===== src/rtl/nfc_poll_sched.sv =====
module nfc_poll_sched #(
  parameter int TICK_DIV   = 4,
  parameter int DUR_A      = 3,
  parameter int DUR_B      = 4,
  parameter int DUR_F212   = 5,
  parameter int DUR_F424   = 6,
  parameter int PAUSE_UNIT = 2,
  parameter int MS_UNIT    = 3,
  parameter int LEN_W      = 16,
  parameter int TMO_W      = 8
) (
  input  logic             clk,
  input  logic             rst_n,
  input  logic             cfg_we,
  input  logic [3:0]       cfg_rd_en,
  input  logic             cfg_p2p_en,
  input  logic [TMO_W-1:0] cfg_p2p_tmo,
  input  logic             cfg_emu_en,
  input  logic [LEN_W-1:0] cfg_emu_len,
  input  logic             cfg_pause_en,
  input  logic [LEN_W-1:0] cfg_pause_len,
  input  logic             host_start,
  input  logic             detect,
  output logic [6:0]       phase_sel,
  output logic             busy,
  output logic             detected,
  output logic [2:0]       det_tech
);
  localparam int PW = (TICK_DIV > 1) ? $clog2(TICK_DIV) : 1;

  logic [3:0]       sh_rd, ac_rd;
  logic             sh_p2p, ac_p2p, sh_emu, ac_emu, sh_pau, ac_pau;
  logic [TMO_W-1:0] sh_tmo, ac_tmo;
  logic [LEN_W-1:0] sh_elen, ac_elen, sh_plen, ac_plen;
  logic [2:0]       cur;
  logic [PW-1:0]    pre;
  logic [31:0]      units, cur_len;
  logic [6:0]       sh_en, ac_en;
  logic [3:0]       nxt_same, wrap_first;
  logic             tick, phase_end, in_reader;

  function automatic logic [3:0] first_from(input logic [6:0] en, input logic [3:0] from);
    first_from = 4'd7;
    for (int i = 6; i >= 0; i--)
      if (en[i] && i >= int'(from)) first_from = 4'(i);
  endfunction

  assign sh_en = {sh_pau && sh_plen != 0, sh_emu && sh_elen != 0, sh_p2p && sh_tmo != 0, sh_rd};
  assign ac_en = {ac_pau && ac_plen != 0, ac_emu && ac_elen != 0, ac_p2p && ac_tmo != 0, ac_rd};
  assign nxt_same   = first_from(ac_en, {1'b0, cur} + 4'd1);
  assign wrap_first = first_from(sh_en, 4'd0);

  always_comb begin
    case (cur)
      3'd0:    cur_len = 32'(DUR_A);
      3'd1:    cur_len = 32'(DUR_B);
      3'd2:    cur_len = 32'(DUR_F212);
      3'd3:    cur_len = 32'(DUR_F424);
      3'd4:    cur_len = 32'(ac_tmo) * 32'(MS_UNIT);
      3'd5:    cur_len = 32'(ac_elen) * 32'(PAUSE_UNIT);
      default: cur_len = 32'(ac_plen) * 32'(PAUSE_UNIT);
    endcase
  end

  assign tick      = (pre == PW'(TICK_DIV - 1));
  assign phase_end = busy && tick && (units == cur_len - 32'd1);
  assign in_reader = (cur <= 3'd4);
  assign phase_sel = busy ? (7'd1 << cur) : 7'd0;

  always_ff @(posedge clk) begin
    if (!rst_n) begin
      {sh_rd, sh_p2p, sh_tmo, sh_emu, sh_elen, sh_pau, sh_plen} <= '0;
      {ac_rd, ac_p2p, ac_tmo, ac_emu, ac_elen, ac_pau, ac_plen} <= '0;
      cur <= '0; pre <= '0; units <= '0;
      busy <= 1'b0; detected <= 1'b0; det_tech <= '0;
    end else begin
      if (cfg_we) begin
        sh_rd <= cfg_rd_en; sh_p2p <= cfg_p2p_en; sh_tmo <= cfg_p2p_tmo;
        sh_emu <= cfg_emu_en; sh_elen <= cfg_emu_len;
        sh_pau <= cfg_pause_en; sh_plen <= cfg_pause_len;
      end
      if (!busy) begin
        if (host_start) begin
          detected <= 1'b0;
          if (|sh_rd) begin
            busy <= 1'b1;
            cur <= wrap_first[2:0];
            pre <= '0; units <= '0;
            ac_rd <= sh_rd; ac_p2p <= sh_p2p; ac_tmo <= sh_tmo;
            ac_emu <= sh_emu; ac_elen <= sh_elen; ac_pau <= sh_pau; ac_plen <= sh_plen;
          end
        end
      end else if (detect && in_reader) begin
        busy <= 1'b0;
        detected <= 1'b1;
        det_tech <= cur;
      end else if (phase_end) begin
        pre <= '0; units <= '0;
        if (nxt_same != 4'd7) cur <= nxt_same[2:0];
        else begin
          ac_rd <= sh_rd; ac_p2p <= sh_p2p; ac_tmo <= sh_tmo;
          ac_emu <= sh_emu; ac_elen <= sh_elen; ac_pau <= sh_pau; ac_plen <= sh_plen;
          if (|sh_rd) cur <= wrap_first[2:0];
          else busy <= 1'b0;
        end
      end else begin
        pre <= tick ? '0 : pre + PW'(1);
        if (tick) units <= units + 32'd1;
      end
    end
  end

  a_r11_onehot: assert property (@(posedge clk) disable iff (!rst_n) $onehot0(phase_sel));

  a_r7_stop_on_detect: assert property (@(posedge clk) disable iff (!rst_n)
    busy && detect && (phase_sel[4:0] != 5'd0) |=> !busy && detected && phase_sel == 7'd0);

  a_r8_window_ignores_detect: assert property (@(posedge clk) disable iff (!rst_n)
    busy && detect && (phase_sel[6:5] != 2'd0) |=> !detected);

  a_r9_restart_only_on_host: assert property (@(posedge clk) disable iff (!rst_n)
    !busy && !host_start |=> !busy);

  a_r7_result_holds: assert property (@(posedge clk) disable iff (!rst_n)
    detected && !busy && !host_start |=> detected && $stable(det_tech));

  a_r6_needs_reader: assert property (@(posedge clk) disable iff (!rst_n)
    !busy && host_start && sh_rd == 4'd0 |=> !busy && phase_sel == 7'd0);
endmodule


===== config.mk =====
export PLATFORM = sky130hd
export DESIGN_NAME = nfc_poll_sched
export DESIGN_NICKNAME = d
export VERILOG_FILES = /design/src/rtl/nfc_poll_sched.sv
export SDC_FILE = /design/constraint.sdc
export NUM_CORES = 1
export LEC_CHECK = 0
export CORE_MARGIN = 4
export CORE_UTILIZATION = 35
export DETAILED_ROUTE_END_ITERATION = 8
export GPL_TIMING_DRIVEN = 0
export SLEW_MARGIN = 10
export SYNTH_ARGS = -nofsm -noshare
export SYNTH_HDL_FRONTEND = slang
export SYNTH_SLANG_ARGS = --single-unit
export TNS_END_PERCENT = 1

===== constraint.sdc =====
create_clock -name clk -period 8.9 [get_ports clk]
set_clock_uncertainty 0.2 [all_clocks]
set_input_delay 1.335 -clock clk [delete_from_list [all_inputs] [get_ports clk]]
set_output_delay 1.335 -clock clk [all_outputs]
set_load 0.02 [all_outputs]

==> flow_summary.json, run 1 <==
{
  "diodes": 0,
  "final_nets": 1042,
  "initial_core_util": 0.3583,
  "hold_violations": 0,
  "clockRootBuffer": "clkbuf_16",
  "clk_latency_ns": 0.43,
  "arrival_ns": 6.22,
  "critical_path_class": "flop to flop",
  "tritoncts": "done",
  "core.rowCount": 53,
  "cts_buffers": 17,
  "synth_top_area_share": 0.3581,
  "die_w_um": 155.4,
  "ys_top_cells_by_count": "nand2_1, dfxtp_1, mux2i_1, nor2_1, nor2b_1",
  "cts_setup_buffers": 0,
  "status": "finished, final reports clean",
  "place_congestion": 0.8767,
  "clkSlewWorstSetupHoldPaths_ns": 0.06,
  "worstSetupStartpointType": "flop",
  "max_freq_mhz": 163.7,
  "yosysTopAreaCell": "dfxtp_1",
  "area_delta_synth_final_pct": 21.24,
  "htreeDepth": 4,
  "post_drt_wl_per_cell_um": 15.49,
  "syn-num-nets": 961,
  "hold_path_depth": 2,
  "tightestPinTransition_ns": 1.027,
  "routed_wl_um": 19460,
  "drv_cap": 0,
  "cts_hold_buf": 0,
  "n_fill_cell": 2139,
  "setup_viol": 0,
  "overflow": 0,
  "drt-pass1-iter-count": 5,
  "power.density_nw_per_um2": 176.5,
  "syn_inst": 887,
  "synth.distinct_cells": 70,
  "clk_path_buf_depth": 2,
  "grt_usage": 0.1635,
  "clock-sinks": 136,
  "p_total_uw": 1627,
  "core-area_sq_um": 21220,
  "yosys-top-cells-area": "dfxtp_1, mux2i_1, nand2_1",
  "required_ns": 9.01,
  "hpwl_um": 14840,
  "grt_pass1_wl_um": 32220,
  "worst_slew_margin_rel": 0.3093,
  "synth_edf_count": 0,
  "initialDrtViolationCount": 436,
  "avgSynthCellArea_sq_um": 8.572,
  "power_leakage_uw": 0.003486,
  "synth_ff_type": "dfxtp_1",
  "antenna_found_initial": 0,
  "rsz0062_at_grt": "false",
  "die_area_sq_um": 24150,
  "yosysMostFrequentCell": "nand2_1",
  "ioPinCount": 64,
  "maxSlewViolCount": 0,
  "vias": 6437,
  "min_period_ns": 6.107,
  "ir_worst_vdd_uv": 127.8,
  "ys_ff_latch": 136,
  "die_y_um": 155.4,
  "endpoint_kind": "flop",
  "vias_per_cell": 5.125,
  "numPlacedInstances": 1224,
  "cts_resized": 0,
  "drc": 0,
  "hp-class": "flop to flop",
  "ant_nets": 0,
  "grt_max_degree": 17,
  "grt_pass1_vias": 6143,
  "synth_seq_area_share": 0.3581,
  "yosys_warnings": 0,
  "fin_crit_sh": 0.6862,
  "crit_fanout": 10,
  "synthArstFlopShare": 0,
  "io_buffers": 62,
  "synth_area_sq_um": 7604,
  "post_layout_nonfiller_instances": 1256,
  "finalSetupTns_ns": 0,
  "reg2reg_depth": 19,
  "drive_gt1_frac": 0.06116
}
## cells by family (layout without fill, tap and decap cells)
logic type / after synthesis / after routing / synth area share
adders and majority gates: 22 / 22 / 0.03719
AOI/OAI and AO/OA: 118 / 118 / 0.1127
muxes: 98 / 98 / 0.1292
buffers and inverters: 70 / 164 / 0.04706
and+or+nand+nor: 396 / 396 / 0.2616
DFF: 136 / 136 / 0.3581
xor gates and xnor gates: 47 / 47 / 0.05414
## layout by cell type, fill, tap and decap left out, types with 5 or more instances in the layout
cell type	count
a21boi_0	5
a21o_1	7
a21oi_1	19
a22o_1	6
a22oi_1	5
a31oi_1	5
and2_1	13
and3_1	11
and4_1	5
buf_2	6
clkbuf_1	31
clkbuf_16	17
clkdlybuf4s50_1	62
dfxtp_1	136
ha_1	21
inv_1	22
mux2i_1	97
nand2_1	138
nand2b_1	7
nand3_1	31
nand4_1	15
nor2_1	61
nor2b_1	58
nor3_1	14
nor4_1	10
o211ai_1	7
o21a_1	7
o21ai_0	16
or4_1	9
xnor2_1	19
xor2_1	28
## per-stage QoR
step / util / setup WS [ns] / hold WS, ns / cell area (sq um)
floorplan: - / 4.065 / 0.2350 / 7604
global placement: 0.4038 / 2.837 / 0.2482 / 8568
finish: 0.4344 / 2.793 / 0.2617 / 9219
global route: 0.4344 / 2.408 / 0.2772 / 9219
CTS: 0.4344 / 2.780 / 0.2623 / 9219
detailed placement: 0.4038 / 2.803 / 0.2528 / 8568
## area by class of cell
type                       count  area, sq um  share of cell area
buffer                        48        275.3             0.02986
clock buffer                  18        439.2             0.04764
clock inverter                14        211.5             0.02294
inverter                      22        82.58            0.008958
multi-input combinational    681         4523              0.4906
sequential                   136         2723              0.2953
tap                          275        344.1             0.03732
timing repair buffer          62        620.6             0.06732
## where the power goes
part / internal (uW) / total (uW) / leakage [uW] / switching [uW]
combinational: 92.1 / 199 / 0.00206 / 107
clock: 485 / 780 / 0.000316 / 296
sequential: 630 / 648 / 0.00111 / 17.9
total: 1210 / 1630 / 0.00349 / 421
## per-layer routing
layer,track usage,vias to the layer above,routed length (um)
met1,0.2253,3012,9561
met5,0,-,0
met4,0.04960,0,305
met2,0.2588,128,8801
li1,-,3276,-
met3,0.03282,21,791
## worst max-delay path: stages, from the launching register on
cell and delay, ns:
dfxtp_1 0.39, buf_2 0.24, inv_1 0.11, ha_1 0.31
or4b_1 0.58, and2_1 0.21, buf_6 0.13, o32a_1 0.25
inv_1 0.09, ha_1 0.17, o21ai_0 0.17, nor3_2 0.42
nand3_1 0.12, a2111oi_0 0.38, nor2_1 0.09, nor4_1 0.89
a21boi_0 0.41, o21ai_1 0.44, buf_2 0.30, nor2_1 0.07
## path summary, 6_finish.rpt
check                                            start  slack, ns                endpoint
worst max-delay path               cur[2]$_SDFFE_PN0P_       2.79  units[15]$_SDFFE_PN0P_
worst min-delay path            sh_tmo[5]$_SDFFE_PN0P_       0.26  ac_tmo[5]$_SDFFE_PN0P_
worst max register to register     cur[2]$_SDFFE_PN0P_       2.79  units[15]$_SDFFE_PN0P_
worst min register to register  sh_tmo[5]$_SDFFE_PN0P_       0.26  ac_tmo[5]$_SDFFE_PN0P_
## registers in the layout (all words and copies together) (netlist names), 2 cells and up
name,flops
units,32
ac_elen,16
ac_plen,16
sh_elen,16
sh_plen,16
ac_tmo,8
sh_tmo,8
ac_rd,4
sh_rd,4
cur,3
det_tech,3
pre,2
(Power assumes the default switching activity.)
==> run 2: changes to the inputs <==
clock period = 5.3 ns   (was 8.9 ns; I/O delays follow)
==> flow_summary.json, run 2 (synthesis gave the netlist of run 1 again) <==
{
  "status": "finished, final reports clean",
  "die_area_sq_um": 24150,
  "rr_endpoint": "ac_elen[5]$_SDFFE_PN0P_",
  "htreeDepth": 4,
  "die_w_um": 155.4,
  "initialDrtViolationCount": 429,
  "p_total_uw": 2757,
  "pre_cts_slack_ns": -0.7971,
  "place_congestion": 0.8767,
  "grt_usage": 0.1635,
  "power_leakage_uw": 0.003564,
  "drt-pass1-iter-count": 6,
  "hold_path_end": "ac_pau$_SDFFE_PN0P_",
  "tritoncts": "done",
  "antenna_found_initial": 0,
  "reg2reg_depth": 20,
  "clkSlewWorstSetupHoldPaths_ns": 0.06,
  "clk_latency_ns": 0.43,
  "grt_pass1_vias": 6155,
  "crit_fanout": 10,
  "cp_slowest_cell": "or4b_4",
  "drc": 0,
  "top_register": "units",
  "die_y_um": 155.4,
  "critPathTopFamily": "simple AND/OR/NAND/NOR gates",
  "arrival_ns": 5.22,
  "vias_per_cell": 5.140,
  "use_met2": 0.2602,
  "initial_core_util": 0.3583,
  "cp.buffers_inverters": 5,
  "ant_nets": 0,
  "grt_pass1_wl_um": 32210,
  "clock-sinks": 136,
  "grt_max_degree": 17,
  "final_common_cell": "nand2_1",
  "io_buffers": 62,
  "critical_path_class": "flop to flop",
  "ioPinCount": 64,
  "final_nets": 1053,
  "power.density_nw_per_um2": 293.0,
  "area_delta_synth_final_pct": 23.76,
  "core-area_sq_um": 21220,
  "crit_chain": "ha_1, ha_4, or4b_4, and2_1, buf_6, o32a_1, inv_1, ha_4, o21ai_1, o21a_1, o21ai_0, or3b_2, or4_4, a211oi_4, and2_1, buf_4, a21o_4, buf_12, buf_12, mux2i_1",
  "setup_ws_ns": 0.2257,
  "ir_worst_vdd_uv": 214.5,
  "required_ns": 5.45,
  "vias": 6513,
  "worst_slew_margin_rel": 0.4021,
  "fin_crit_sh": 0.9574,
  "hpwl_um": 14840,
  "clockRootBuffer": "clkbuf_16",
  "hold_violations": 0,
  "post_drt_wl_per_cell_um": 15.50,
  "overflow": 0,
  "diodes": 0,
  "hold_path_depth": 2,
  "tightestPinTransition_ns": 0.8969,
  "min_from": "ac_pau$_SDFFE_PN0P_",
  "grtUsageMet3": 0.03394,
  "worstSetupStartpointType": "flop",
  "routed_wl_um": 19640,
  "max_freq_mhz": 197.1,
  "maxSlewViolCount": 0,
  "rrSetupSlack_ns": 0.23,
  "drive_gt1_frac": 0.08569,
  "core.rowCount": 53,
  "grt-busiest-layer": "met2",
  "largest_reg_flops": 32,
  "endpoint_kind": "flop",
  "cts_hold_buf": 0,
  "use_met1": 0.2251,
  "clk_path_buf_depth": 2,
  "utilization": 0.4435,
  "drv_cap": 0,
  "hp-class": "flop to flop",
  "mostFrequentLayoutCells": "nand2_1, dfxtp_1, mux2i_1, clkdlybuf4s50_1, nor2_1",
  "cts_buffers": 17,
  "cpPeakStageDelay_ns": 0.52,
  "min_period_ns": 5.074,
  "setup_viol": 0,
  "r2r-start": "cur[0]$_SDFFE_PN0P_"
}
-- run 2: area by class of cell --
type                    count  area (sq um)
plain buffers              48         284.0
clock buffers              18         439.2
clock inverters            14         211.5
fillers                  2126         11810
inverters                  22         82.58
multi-input cells         681          4614
flip-flops and latches    136          2731
well taps                 275         344.1
repair buffers             73         703.2
-- run 2: what timing repair did --
action                     CTS  global route
setup buffers                2             9
resized for setup           17             9
setup endpoints to repair   84            77
pin swaps                    1             2
-- run 2: worst reg2reg max path: stages, from the launching register on --
cell	delay, ns
dfxtp_4	0.37
ha_1	0.27
ha_4	0.22
or4b_4	0.52
and2_1	0.18
buf_6	0.13
o32a_1	0.22
inv_1	0.10
ha_4	0.13
o21ai_1	0.11
o21a_1	0.23
o21ai_0	0.14
or3b_2	0.45
or4_4	0.51
a211oi_4	0.26
and2_1	0.17
buf_4	0.15
a21o_4	0.15
buf_12	0.14
buf_12	0.15
mux2i_1	0.21
-- run 2: worst max path at each step --
stage / startpoint / end / slack (ns) / depth (start not counted)
2_1_floorplan: cur[0]$_SDFFE_PN0P_ / ac_elen[0]$_SDFFE_PN0P_ / 0.46 / 21
3_3_place_gp: cur[2]$_SDFFE_PN0P_ / units[13]$_SDFFE_PN0P_ / -0.76 / 19
3_5_place_dp: cur[2]$_SDFFE_PN0P_ / units[12]$_SDFFE_PN0P_ / -0.80 / 19
4_1_cts: cur[2]$_SDFFE_PN0P_ / ac_elen[5]$_SDFFE_PN0P_ / 0.04 / 20
5_1_grt: cur[2]$_SDFFE_PN0P_ / ac_elen[5]$_SDFFE_PN0P_ / -0.02 / 21
6_report: cur[0]$_SDFFE_PN0P_ / ac_elen[5]$_SDFFE_PN0P_ / 0.23 / 20
-- run 2: layer usage --
layer / vias to the layer above / routed length [um] / part of all wire
met3: 23 / 851 / 0.043
met1: 3039 / 9571 / 0.49
met2: 152 / 8942 / 0.46
met5: - / 0 / 0
met4: 0 / 273 / 0.014
li1: 3299 / - / -
-- run 2: metrics by stage --
| step | instance area (sq um) | hold slack (ns) | TNS (ns) | instances |
|---|---|---|---|---|
| 6_report | 9410 | 0.2604 | 0 | 1267 |
| 5_1_grt | 9410 | 0.2772 | -0.04444 | 1267 |
| 4_1_cts | 9288 | 0.2623 | 0 | 1258 |
| 3_5_place_dp | 8568 | 0.2528 | -46.79 | 1224 |
| 3_3_place_gp | 8568 | 0.2482 | -45.27 | 1224 |
| 2_1_floorplan | 7604 | 0.2350 | 0 | 887 |
-- run 2: power by group --
group	total [uW]	internal (uW)	leakage (uW)	switching [uW]
combinational	357	169	0.00214	187
sequential	1090	1060	0.00111	29.5
clock	1310	814	0.000316	499
total	2760	2040	0.00356	716
